## src/rtl/pcl_pwm.sv

```systemverilog
module pcl_pwm #(
  parameter int CW = 8,
  parameter int DW = 4
) (
  input  logic          clk,
  input  logic          rst_n,
  input  logic          run_en,
  input  logic [CW-1:0] period,
  input  logic [CW-1:0] cmp_in,
  input  logic [DW-1:0] rise_dly,
  input  logic [DW-1:0] fall_dly,
  input  logic          trip_in,
  input  logic          trip_pol,
  input  logic          flag_clr,
  output logic          gate_hi,
  output logic          gate_lo,
  output logic          soc,
  output logic          trip_flag
);
  localparam int AW   = DW + 1;
  localparam int PADW = CW + 1 - DW;

  logic [CW-1:0] cnt, cmp_act, lim;
  logic [CW:0]   cap_w;
  logic          wrap, on_win, hi_raw, trip_q, trip_cyc, pa;
  logic          s1, s2;
  logic [2:0]    hist;
  logic [AW-1:0] age, cur_age;

  assign wrap   = cnt >= period;
  assign cap_w  = {1'b0, period} - {{PADW{1'b0}}, fall_dly};
  assign lim    = (cmp_act >= period) ? (cap_w[CW] ? '0 : cap_w[CW-1:0]) : cmp_act;
  assign on_win = run_en && (cnt < lim);
  assign trip_q = (hist[0] & hist[1]) | (hist[0] & hist[2]) | (hist[1] & hist[2]);
  assign hi_raw = on_win && !trip_cyc && !trip_q;

  assign cur_age = (hi_raw != pa) ? AW'(1) : ((&age) ? age : age + AW'(1));

  always_ff @(posedge clk or negedge rst_n) begin
    if (!rst_n) begin
      cnt     <= '0;
      cmp_act <= '0;
    end else begin
      if (!run_en || wrap) cnt <= '0;
      else                 cnt <= cnt + CW'(1);
      if (!run_en || wrap) cmp_act <= cmp_in;
    end
  end

  always_ff @(posedge clk or negedge rst_n) begin
    if (!rst_n) begin
      s1   <= 1'b0;
      s2   <= 1'b0;
      hist <= '0;
    end else begin
      s1   <= trip_in ^ trip_pol;
      s2   <= s1;
      hist <= {hist[1:0], s2};
    end
  end

  always_ff @(posedge clk or negedge rst_n) begin
    if (!rst_n)                trip_cyc <= 1'b0;
    else if (!run_en || wrap)  trip_cyc <= 1'b0;
    else if (trip_q && on_win) trip_cyc <= 1'b1;
  end

  always_ff @(posedge clk or negedge rst_n) begin
    if (!rst_n)        trip_flag <= 1'b0;
    else if (trip_q)   trip_flag <= 1'b1;
    else if (flag_clr) trip_flag <= 1'b0;
  end

  always_ff @(posedge clk or negedge rst_n) begin
    if (!rst_n) begin
      pa      <= 1'b0;
      age     <= '1;
      gate_hi <= 1'b0;
      gate_lo <= 1'b0;
      soc     <= 1'b0;
    end else begin
      pa      <= hi_raw;
      age     <= cur_age;
      gate_hi <= hi_raw && (cur_age > {1'b0, rise_dly});
      gate_lo <= run_en && !hi_raw && (cur_age > {1'b0, fall_dly});
      soc     <= run_en && (cnt == '0);
    end
  end
endmodule

```

## config.mk

```make
export PLATFORM = sky130hd
export DESIGN_NAME = pcl_pwm
export DESIGN_NICKNAME = d
export VERILOG_FILES = /design/src/rtl/pcl_pwm.sv
export SDC_FILE = /design/constraint.sdc
export NUM_CORES = 1
export LEC_CHECK = 0
export BUFFER_PORTS_ARGS = -buffer_cell sky130_fd_sc_hd__buf_2
export CAP_MARGIN = 25
export CELL_PAD_IN_SITES_DETAIL_PLACEMENT = 1
export CELL_PAD_IN_SITES_GLOBAL_PLACEMENT = 2
export CORE_ASPECT_RATIO = 0.7
export CORE_UTILIZATION = 40
export CTS_BUF_LIST = sky130_fd_sc_hd__clkbuf_2
export CTS_CLUSTER_SIZE = 25
export DETAILED_ROUTE_END_ITERATION = 10
export GPL_ROUTABILITY_DRIVEN = 0
export PLACE_DENSITY = 0.85
export SKIP_CTS_REPAIR_TIMING = 1
export SYNTH_ARGS = -nofsm -noshare
export SYNTH_HDL_FRONTEND = slang
export SYNTH_SLANG_ARGS = --single-unit
```

## constraint.sdc

```tcl
create_clock -name clk -period 12.6 [get_ports clk]
set_input_delay 1.89 -clock clk [delete_from_list [all_inputs] [get_ports clk]]
set_output_delay 1.89 -clock clk [all_outputs]
set_load 0.02 [all_outputs]
```

==> results of run 1 <==
==> Yosys cell counts (all sizes together), types with 2 or more instances <==
cell / n / area share
nor2: 22 / 0.034
nand2b: 3 / 0.0077
o21a: 2 / 0.0067
inv: 21 / 0.032
xnor2: 5 / 0.018
buf: 2 / 0.0062
nor4: 3 / 0.010
o21ai: 5 / 0.015
xor2: 7 / 0.025
dfstp: 5 / 0.054
ha: 36 / 0.18
a21oi: 22 / 0.051
mux2i: 6 / 0.025
dfrtp: 27 / 0.28
nand3: 13 / 0.027
nor2b: 6 / 0.015
or2: 2 / 0.0051
and2: 2 / 0.0062
and3: 3 / 0.0077
a31o: 2 / 0.0072
nand2: 12 / 0.018
mux2: 10 / 0.048
nand4: 3 / 0.0077
a221oi: 2 / 0.0097
o211ai: 3 / 0.011
a31oi: 2 / 0.0051
a21o: 6 / 0.018
nor3: 10 / 0.021
==> worst max-delay path: cells and delay by family <==
| kind | cells | cell delay [ps] |
|---|---|---|
| adders and majority gates | 4 | 1250 |
| buffers and inverters | 2 | 150 |
| and+or+nand+nor | 6 | 1230 |
| AOI/OAI and AO/OA | 10 | 2300 |
==> worst paths after layout <==
check / cells after the start / from / to
min in group asynchronous: 1 / rst_n / cnt[0]$_DFF_PN0_
setup reg to reg: 19 / cmp_act[7]$_DFFE_PN0N_ / gate_lo$_DFF_PN0_
setup / recovery: 22 / period[0] / gate_lo$_DFF_PN0_
max in group asynchronous: 1 / rst_n / cmp_act[0]$_DFFE_PN0N_
hold / removal: 0 / s1$_DFF_PN0_ / s2$_DFF_PN0_
hold reg to reg: 0 / s1$_DFF_PN0_ / s2$_DFF_PN0_
==> layout make-up <==
cell class | instances | share of cell area
Multi-Input combinational cell | 198 | 0.557
Sequential cell | 32 | 0.293
Timing Repair Buffer | 34 | 0.0627
Tap cell | 75 | 0.0341
Inverter | 21 | 0.0286
Clock inverter | 3 | 0.0154
Clock buffer | 5 | 0.00908
==> routing by layer <==
layer,vias to the layer above,global-route usage,wire (um)
met4,0,0.0682,63
met1,978,0.324,3390
li1,991,-,-
met3,5,0.0383,183
met2,24,0.321,2580
met5,-,0,0
==> registers in the layout, summed over array words and instances, names as in the netlist <==
| register | count |
|---|---|
| hist | 3 |
| age | 5 |
| pa | 1 |
| trip_cyc | 1 |
| cmp_act | 8 |
| trip_flag | 1 |
| s1 | 1 |
| gate_hi | 1 |
| soc | 1 |
| gate_lo | 1 |
| cnt | 8 |
| s2 | 1 |
==> where the power goes <==
part	total (mW)	internal [mW]	switching [mW]
registers	0.150	0.128	0.0220
clock network	0.0728	0.0332	0.0396
logic	0.209	0.0851	0.124
total	0.432	0.246	0.186
==> through the flow <==
step | cell area [um^2] | util | hold WS, ps | std cells
after floorplan | 2440 | - | 331 | 254
after global placement | 2690 | 0.462 | 333 | 360
after detailed placement | 2690 | 0.462 | 343 | 360
after CTS | 2760 | 0.474 | 389 | 368
after global routing | 2760 | 0.474 | 401 | 368
final | 2760 | 0.474 | 381 | 368
==> logic make-up after synthesis <==
| kind of cell | share of synthesized area |
|---|---|
| AO/OA/AOI/OAI | 0.144 |
| XOR/XNOR | 0.0431 |
| adder cells (fa/ha/maj) | 0.197 |
| buffers and inverters | 0.0400 |
| flip-flops | 0.331 |
| multiplexers | 0.0723 |
| AND/OR/NAND/NOR | 0.173 |
==> parameters.txt, run 1 <==
Parameter                              Value

Floorplanning
  Total number of placement rows ... 23
  Core ar. ... 5810 um^2
  X dimension of the die ... 95.3 um
  Top-level port count ... 34
  Effective utilization at floorplan ... 0.420
  Chip Height ... 67.3 um
  Die area ... 6420 um^2

Synthesis
  Mean instance size in the synthesized netlist ... 9.61 um^2
  Post-synthesis async set-or-reset flop share ... 1.00
  Number of distinct standard cells referenced by the synthesized netlist ... 50
  Register area share after synthesis ... 0.331
  Flops & latches, synth ... 32
  Cell Area, Synth ... 2440 um^2
  Synthesized Nets ... 321
  Dominant synthesized flop cell ... dfrtp_1
  Gate count of the mapped netlist ... 254
  Yosys Warn Count ... 0
  Post-synth EDFFs ... 0

Route
  Vias post-DR ... 1998
  First-pass DRT Iterations ... 5
  Wire per inst ... 16.9 um
  # DRC ... 0
  Starting DRT DRC Count ... 47
  Antenna viol nets, final ... 0
  Total length of routed wires ... 6210 um
  Routed vias/inst ... 5.43

Timing
  Worst Setup Slack, final ... 6070 ps
  Setup-violating endpoint count in the final report ... 0
  Setup Total Neg Slack ... 0 ps
  Max Freq ... 153 MHz
  Unrepaired setup endpoints after global routing ... no
  Least-Margin Pin Slew ... 735 ps
  Worst clock skew on the final layout ... 23.4 ps
  Tcrit/Tclk final ... 0.518
  Shortest clock period the worst path allows after layout ... 6530 ps
  Number of endpoints with negative hold slack in the final report ... 0
  Max-slew violation count ... 0
  Max-Slew Margin vs Limit ... 0.510

Layout
  Filler Cell Count ... 706
  Storage element area ... 807 um^2
  Count of nets after finishing ... 359
  Area growth from synthesis to final layout ... 12.9%
  Antenna diodes ... 0
  Most frequent cells in the layout ... ha_1 (36), buf_2 (33), dfrtp_1 (27)
  Most common library cell in the layout ignoring fill and taps ... ha_1
  Area of combinational cells with multiple inputs ... 1540 um^2
  Fraction of layout instances using a drive strength above 1 ... 0.246

Placement
  I/O Buffers ... 33
  Hpwl dp ... 4960 um
  Pre-CTS setup slack ... 5760 ps

GRT
  Number of antenna violations at the first check in global routing ... 0
  Wire length of the first global-routing pass ... 10200 um
  Total global routing track utilization ... 0.219
  Number of global-route vias before repair ... 2043
  Remaining global-route overflow ... 0
  Pin count of the biggest net entering global routing ... 33

Setup path
  Data required time at the worst endpoint ... 12920 ps
  Crit Path Max Fanout ... 11
  Largest incremental delay on the critical path ... 440 ps
  Worst R2R Setup Slack ... 7500 ps
  Signal arrival time at the worst endpoint ... 6850 ps
  Setup CP Type ... in -> reg
  Crit-path slowest cell ... o21a_1
  Worst Setup Start Kind ... input pin
  Ordered cell list for the critical path ... buf_2, inv_1, ha_1, fa_1, nor2b_1, o21ai_4, and2_2, nor4_1, a21oi_1, ha_1, a21o_1, a21oi_1, o2111ai_1, o22ai_1, o21a_1, a21oi_1, ha_1, nand2_1, nor2_1, nand2_1, o221a_2, a221oi_2
  Nature of the critical path endpoint ... register

Status
  Status ... completed

Clock tree
  CTS tree ... done
  Clock Path Buffers ... 2
  Worst-Skew Late Latency ... 390 ps
  CTS H-tree depth ... 2
  Clock-pin slew on the worst setup and hold paths ... 190 ps
  Num Clock Sinks ... 32
  Buffer type at the clock tree root ... clkbuf_2
  Number of buffers inserted during clock tree synthesis ... 5

Pwr
  Power Density ... 157 nW/um^2
  Static power due to leakage ... 1.37 nW
  Overall power after layout ... 0.432 mW
  Worst ir drop on vdd ... 0.0000614 V

Flow run
  Total of max-cap violations ... 0

Worst hold path
  Tightest Hold Check Type ... reg -> reg
Power figures use the tool's default switching activity.
==> run 2: changes to the inputs <==
CORE_UTILIZATION = 34   (was 40)
PLACE_DENSITY = 0.77   (was 0.85)
clock period = 6 ns   (was 12.6 ns; I/O delays follow)
==> parameters.txt, run 2 (synthesized netlist as in run 1, its figures left out) <==
Parameter                              Value

Timing
  Setup-violating endpoint count in the final report ... 0
  Max-slew violation count ... 0
  Max-Slew Margin vs Limit ... 0.509
  Max Freq ... 192 MHz
  Unrepaired setup endpoints after global routing ... no
  Setup Total Neg Slack ... 0 ps
  Tcrit/Tclk final ... 0.868
  Shortest clock period the worst path allows after layout ... 5210 ps
  Number of endpoints with negative hold slack in the final report ... 0
  Worst hold slack after final layout ... 374 ps
  Least-Margin Pin Slew ... 737 ps
  Worst clock skew on the final layout ... 11.9 ps

Setup path
  Worst R2R Setup Slack ... 1250 ps
  Largest incremental delay on the critical path ... 380 ps
  RR Startpoint ... cmp_act[7]$_DFFE_PN0N_
  Setup CP Type ... in -> reg
  WP depth ... 22
  Critical path origin ... period[0]
  Signal arrival time at the worst endpoint ... 5480 ps
  Reg-to-Reg End ... gate_lo$_DFF_PN0_
  Data required time at the worst endpoint ... 6270 ps
  Worst Setup Start Kind ... input pin
  Crit Path Max Fanout ... 6
  Crit-path slowest cell ... fa_1
  Crit path max-delay family ... compound AO/OA/AOI/OAI gates
  Worst setup path endpoint ... gate_lo$_DFF_PN0_
  Register-to-Register Path Depth ... 19
  Ordered cell list for the critical path ... buf_2, inv_1, ha_1, fa_1, nor2b_1, o21ai_4, and2_2, nor4_1, a21oi_1, ha_1, a21o_1, a21oi_1, o2111ai_1, o22ai_1, o21a_1, a21oi_1, ha_1, nand2_1, nor2_1, nand2_1, o221a_2, a221oi_2
  Nature of the critical path endpoint ... register
  CP Buf/Inv Count ... 2

Layout
  Leading registers by flop count ... cmp_act x8, cnt x8, age x5
  Most common library cell in the layout ignoring fill and taps ... ha_1
  Most frequent cells in the layout ... ha_1 (36), buf_2 (33), dfrtp_1 (27)
  Area growth from synthesis to final layout ... 14.2%
  Cell area after layout ... 2790 um^2
  Count of nets after finishing ... 360
  Fraction of layout instances using a drive strength above 1 ... 0.248
  Antenna diodes ... 0

Pwr
  Worst ir drop on vdd ... 0.000118 V
  Internal power component ... 0.520 mW
  Overall power after layout ... 0.900 mW
  Static power due to leakage ... 1.37 nW
  Relative contribution of the clock network to total power ... 0.164
  Switching fraction of total power ... 0.422
  Power Density ... 323 nW/um^2
  P_sw ... 0.379 mW
  Portion of total power attributed to sequential cells ... 0.349
  Comb power frac ... 0.487

Clock tree
  Buffer type at the clock tree root ... clkbuf_2
  Clock-pin slew on the worst setup and hold paths ... 170 ps
  Num Clock Sinks ... 32
  Worst-Skew Late Latency ... 360 ps
  Clock Path Buffers ... 2
  Number of buffers inserted during clock tree synthesis ... 5
  CTS H-tree depth ... 2
  CTS tree ... done

Floorplanning
  X dimension of the die ... 103 um
  Chip Height ... 72.9 um
  Total number of placement rows ... 25
  Top-level port count ... 34
  Effective utilization at floorplan ... 0.356
  Core ar. ... 6850 um^2
  Die area ... 7520 um^2

GRT
  Number of antenna violations at the first check in global routing ... 0
  Pin count of the biggest net entering global routing ... 33
  Wire length of the first global-routing pass ... 10100 um
  Remaining global-route overflow ... 0
  Number of global-route vias before repair ... 2017
  Total global routing track utilization ... 0.181

Flow run
  Total of max-cap violations ... 0

Placement
  I/O Buffers ... 33
  Placed instance area ... 2720 um^2
  Hpwl dp ... 5030 um

Route
  Routed vias/inst ... 5.05
  # DRC ... 0
  Total length of routed wires ... 6030 um
  Starting DRT DRC Count ... 46
  Wire per inst ... 15.5 um
  Vias post-DR ... 1960
  Antenna viol nets, final ... 0
  First-pass DRT Iterations ... 4

Worst hold path
  Tightest Hold Check Type ... reg -> reg

Status
  Status ... completed
-- run 2: cell types whose count changed in the layout (fill, tap and decap cells not counted) --
cell | previous run | this run
buf_4 | 1 | 2
-- run 2: layout make-up --
cell class,count,area (um^2)
Sequential cell,32,807
Clock inverter,3,42.5
Inverter,21,78.8
Timing Repair Buffer,35,180
Fill cell,818,4060
Multi-Input combinational cell,198,1540
Clock buffer,5,25.0
Tap cell,94,118
-- run 2: routing by layer --
metal | track usage | part of all wire | vias up
met1 | 0.281 | 0.55 | 929
met4 | 0.0329 | 0.0025 | 0
met5 | 0 | 0 | -
li1 | - | - | 992
met2 | 0.260 | 0.41 | 37
met3 | 0.0316 | 0.039 | 2
-- run 2: worst min path at each step --
stage | cells after the start | to | slack (ps) | from
after floorplan | 0 | hist[0]$_DFF_PN0_ | 330 | s2$_DFF_PN0_
after global placement | 0 | hist[0]$_DFF_PN0_ | 330 | s2$_DFF_PN0_
after detailed placement | 0 | s2$_DFF_PN0_ | 340 | s1$_DFF_PN0_
after CTS | 0 | s2$_DFF_PN0_ | 380 | s1$_DFF_PN0_
after global routing | 0 | s2$_DFF_PN0_ | 390 | s1$_DFF_PN0_
final | 0 | s2$_DFF_PN0_ | 370 | s1$_DFF_PN0_
-- run 2: through the flow --
| step | std cells | setup WS [ps] | util |
|---|---|---|---|
| finish | 388 | 792 | 0.407 |
| global route | 388 | 411 | 0.407 |
| CTS | 388 | 822 | 0.407 |
| detailed placement | 380 | 427 | 0.397 |
| global placement | 380 | 535 | 0.397 |
| floorplan | 254 | 1040 | - |
-- run 2: power by group through the flow --
stage / sequential (mW) / combinational, mW / clock [mW]
6_report: 0.314 / 0.438 / 0.148
5_1_grt: 0.322 / 0.496 / 0.164
4_1_cts: 0.315 / 0.440 / 0.155
3_5_place_dp: 0.319 / 0.437 / 0
3_3_place_gp: 0.317 / 0.435 / 0
2_1_floorplan: 0.313 / 0.313 / 0
==> run 3: changes to the inputs <==
CTS_BUF_LIST = sky130_fd_sc_hd__clkbuf_2 sky130_fd_sc_hd__clkbuf_4 sky130_fd_sc_hd__clkbuf_8   (was sky130_fd_sc_hd__clkbuf_2)
SLEW_MARGIN = 20   (was not set)
==> parameters.txt, run 3 (synthesized netlist as in run 1, its figures left out) <==
Parameter                              Value

Clock tree
  Num Clock Sinks ... 32
  CTS H-tree depth ... 2
  Buffer type at the clock tree root ... clkbuf_8
  Worst-Skew Late Latency ... 290 ps
  Number of buffers inserted during clock tree synthesis ... 5
  Clock Path Buffers ... 2
  Clock-pin slew on the worst setup and hold paths ... 70 ps
  CTS tree ... done

GRT
  Wire length of the first global-routing pass ... 10200 um
  Pin count of the biggest net entering global routing ... 33
  Remaining global-route overflow ... 0
  Number of antenna violations at the first check in global routing ... 0
  Number of global-route vias before repair ... 2032
  Total global routing track utilization ... 0.182

Timing
  Worst hold slack after final layout ... 352 ps
  Max Freq ... 189 MHz
  Worst clock skew on the final layout ... 7.93 ps
  Number of endpoints with negative hold slack in the final report ... 0
  Max-slew violation count ... 0
  Tcrit/Tclk final ... 0.881
  Shortest clock period the worst path allows after layout ... 5290 ps
  Least-Margin Pin Slew ... 737 ps
  Unrepaired setup endpoints after global routing ... no
  Max-Slew Margin vs Limit ... 0.509
  Setup Total Neg Slack ... 0 ps
  Setup-violating endpoint count in the final report ... 0

Route
  Top routing layer in use ... met4
  Routed vias/inst ... 5.12
  Wire per inst ... 15.7 um
  First-pass DRT Iterations ... 4
  Total length of routed wires ... 6110 um
  Starting DRT DRC Count ... 43
  # DRC ... 0
  Vias post-DR ... 1986
  Detailed-route wire length on metal 1 ... 3410 um
  Routed wire length on met2 ... 2450 um
  Antenna viol nets, final ... 0
  Wire length on met3 ... 186 um

Layout
  Count of nets after finishing ... 360
  Most common library cell in the layout ignoring fill and taps ... ha_1
  Leading registers by flop count ... cmp_act x8, cnt x8, age x5
  Storage element area ... 807 um^2
  Util after Layout ... 0.413
  Area of combinational cells with multiple inputs ... 1540 um^2
  Area growth from synthesis to final layout ... 16.0%
  Filler Cell Count ... 813
  Antenna diodes ... 0
  Fraction of layout instances using a drive strength above 1 ... 0.248
  Most frequent cells in the layout ... ha_1 (36), buf_2 (33), dfrtp_1 (27)

Worst hold path
  Tightest Hold Check Type ... reg -> reg

Placement
  Hpwl dp ... 5030 um
  I/O Buffers ... 33

Setup path
  Nature of the critical path endpoint ... register
  CP Buf/Inv Count ... 2
  Crit Path Max Fanout ... 6
  Reg-to-Reg End ... gate_lo$_DFF_PN0_
  Critical path origin ... period[0]
  Register-to-Register Path Depth ... 19
  Crit-path slowest cell ... fa_1
  Setup CP Type ... in -> reg
  WP depth ... 22
  Worst setup path endpoint ... gate_lo$_DFF_PN0_
  Largest incremental delay on the critical path ... 380 ps
  Worst R2R Setup Slack ... 1270 ps
  Ordered cell list for the critical path ... buf_2, inv_1, ha_1, fa_1, nor2b_1, o21ai_4, and2_2, nor4_1, a21oi_1, ha_1, a21o_1, a21oi_1, o2111ai_1, o22ai_1, o21a_1, a21oi_1, ha_1, nand2_1, nor2_1, nand2_1, o221a_2, a221oi_2
  Worst Setup Start Kind ... input pin
  Crit path max-delay family ... compound AO/OA/AOI/OAI gates
  RR Startpoint ... cmp_act[7]$_DFFE_PN0N_
  Signal arrival time at the worst endpoint ... 5480 ps
  Data required time at the worst endpoint ... 6200 ps

Floorplanning
  Top-level port count ... 34
  X dimension of the die ... 103 um
  Effective utilization at floorplan ... 0.356
  Chip Height ... 72.9 um
  Total number of placement rows ... 25
  Core ar. ... 6850 um^2
  Die area ... 7520 um^2

Flow run
  Total of max-cap violations ... 0

Pwr
  Power Density ... 341 nW/um^2
  Worst ir drop on vdd ... 0.000101 V
  Static power due to leakage ... 1.39 nW
  Overall power after layout ... 0.964 mW

Status
  Status ... completed
[run 3: cell types whose count changed in the layout (fill, tap and decap cells not counted)]
cell,delta
clkbuf_2,-5
clkbuf_8,+5
[run 3: power by group]
part           leakage (nW)  switching, mW  total, mW  internal [mW]
Sequential            0.389         0.0457      0.315          0.270
Combinational         0.944          0.259      0.441          0.182
Clock                0.0541         0.0850      0.208          0.123
Total                  1.39          0.390      0.964          0.574
[run 3: routing by layer]
metal | vias up | global-route usage
li1 | 993 | -
met1 | 950 | 0.278
met2 | 35 | 0.264
met3 | 8 | 0.0316
met4 | 0 | 0.0469
met5 | - | 0
[run 3: cell type report]
type                    instances  share of cell area
flip-flops and latches         32               0.285
clock buffers                   5              0.0243
well taps                      94              0.0416
clock inverters                 3              0.0150
multi-input cells             198               0.542
repair buffers                 35              0.0637
inverters                      21              0.0279
[run 3: worst min-delay path by stage]
stage / from / cells after the start / end / slack (ps)
finish: s1$_DFF_PN0_ / 0 / s2$_DFF_PN0_ / 350
global route: s1$_DFF_PN0_ / 0 / s2$_DFF_PN0_ / 370
CTS: s1$_DFF_PN0_ / 0 / s2$_DFF_PN0_ / 360
detailed placement: s1$_DFF_PN0_ / 0 / s2$_DFF_PN0_ / 340
global placement: s2$_DFF_PN0_ / 0 / hist[0]$_DFF_PN0_ / 330
floorplan: s2$_DFF_PN0_ / 0 / hist[0]$_DFF_PN0_ / 330
[run 3: metrics by stage]
stage / std cells / cell area (um^2) / setup slack, ps
6_report: 388 / 2830 / 712
5_1_grt: 388 / 2830 / 277
4_1_cts: 388 / 2830 / 697
3_5_place_dp: 380 / 2720 / 427
3_3_place_gp: 380 / 2720 / 535
2_1_floorplan: 254 / 2440 / 1040
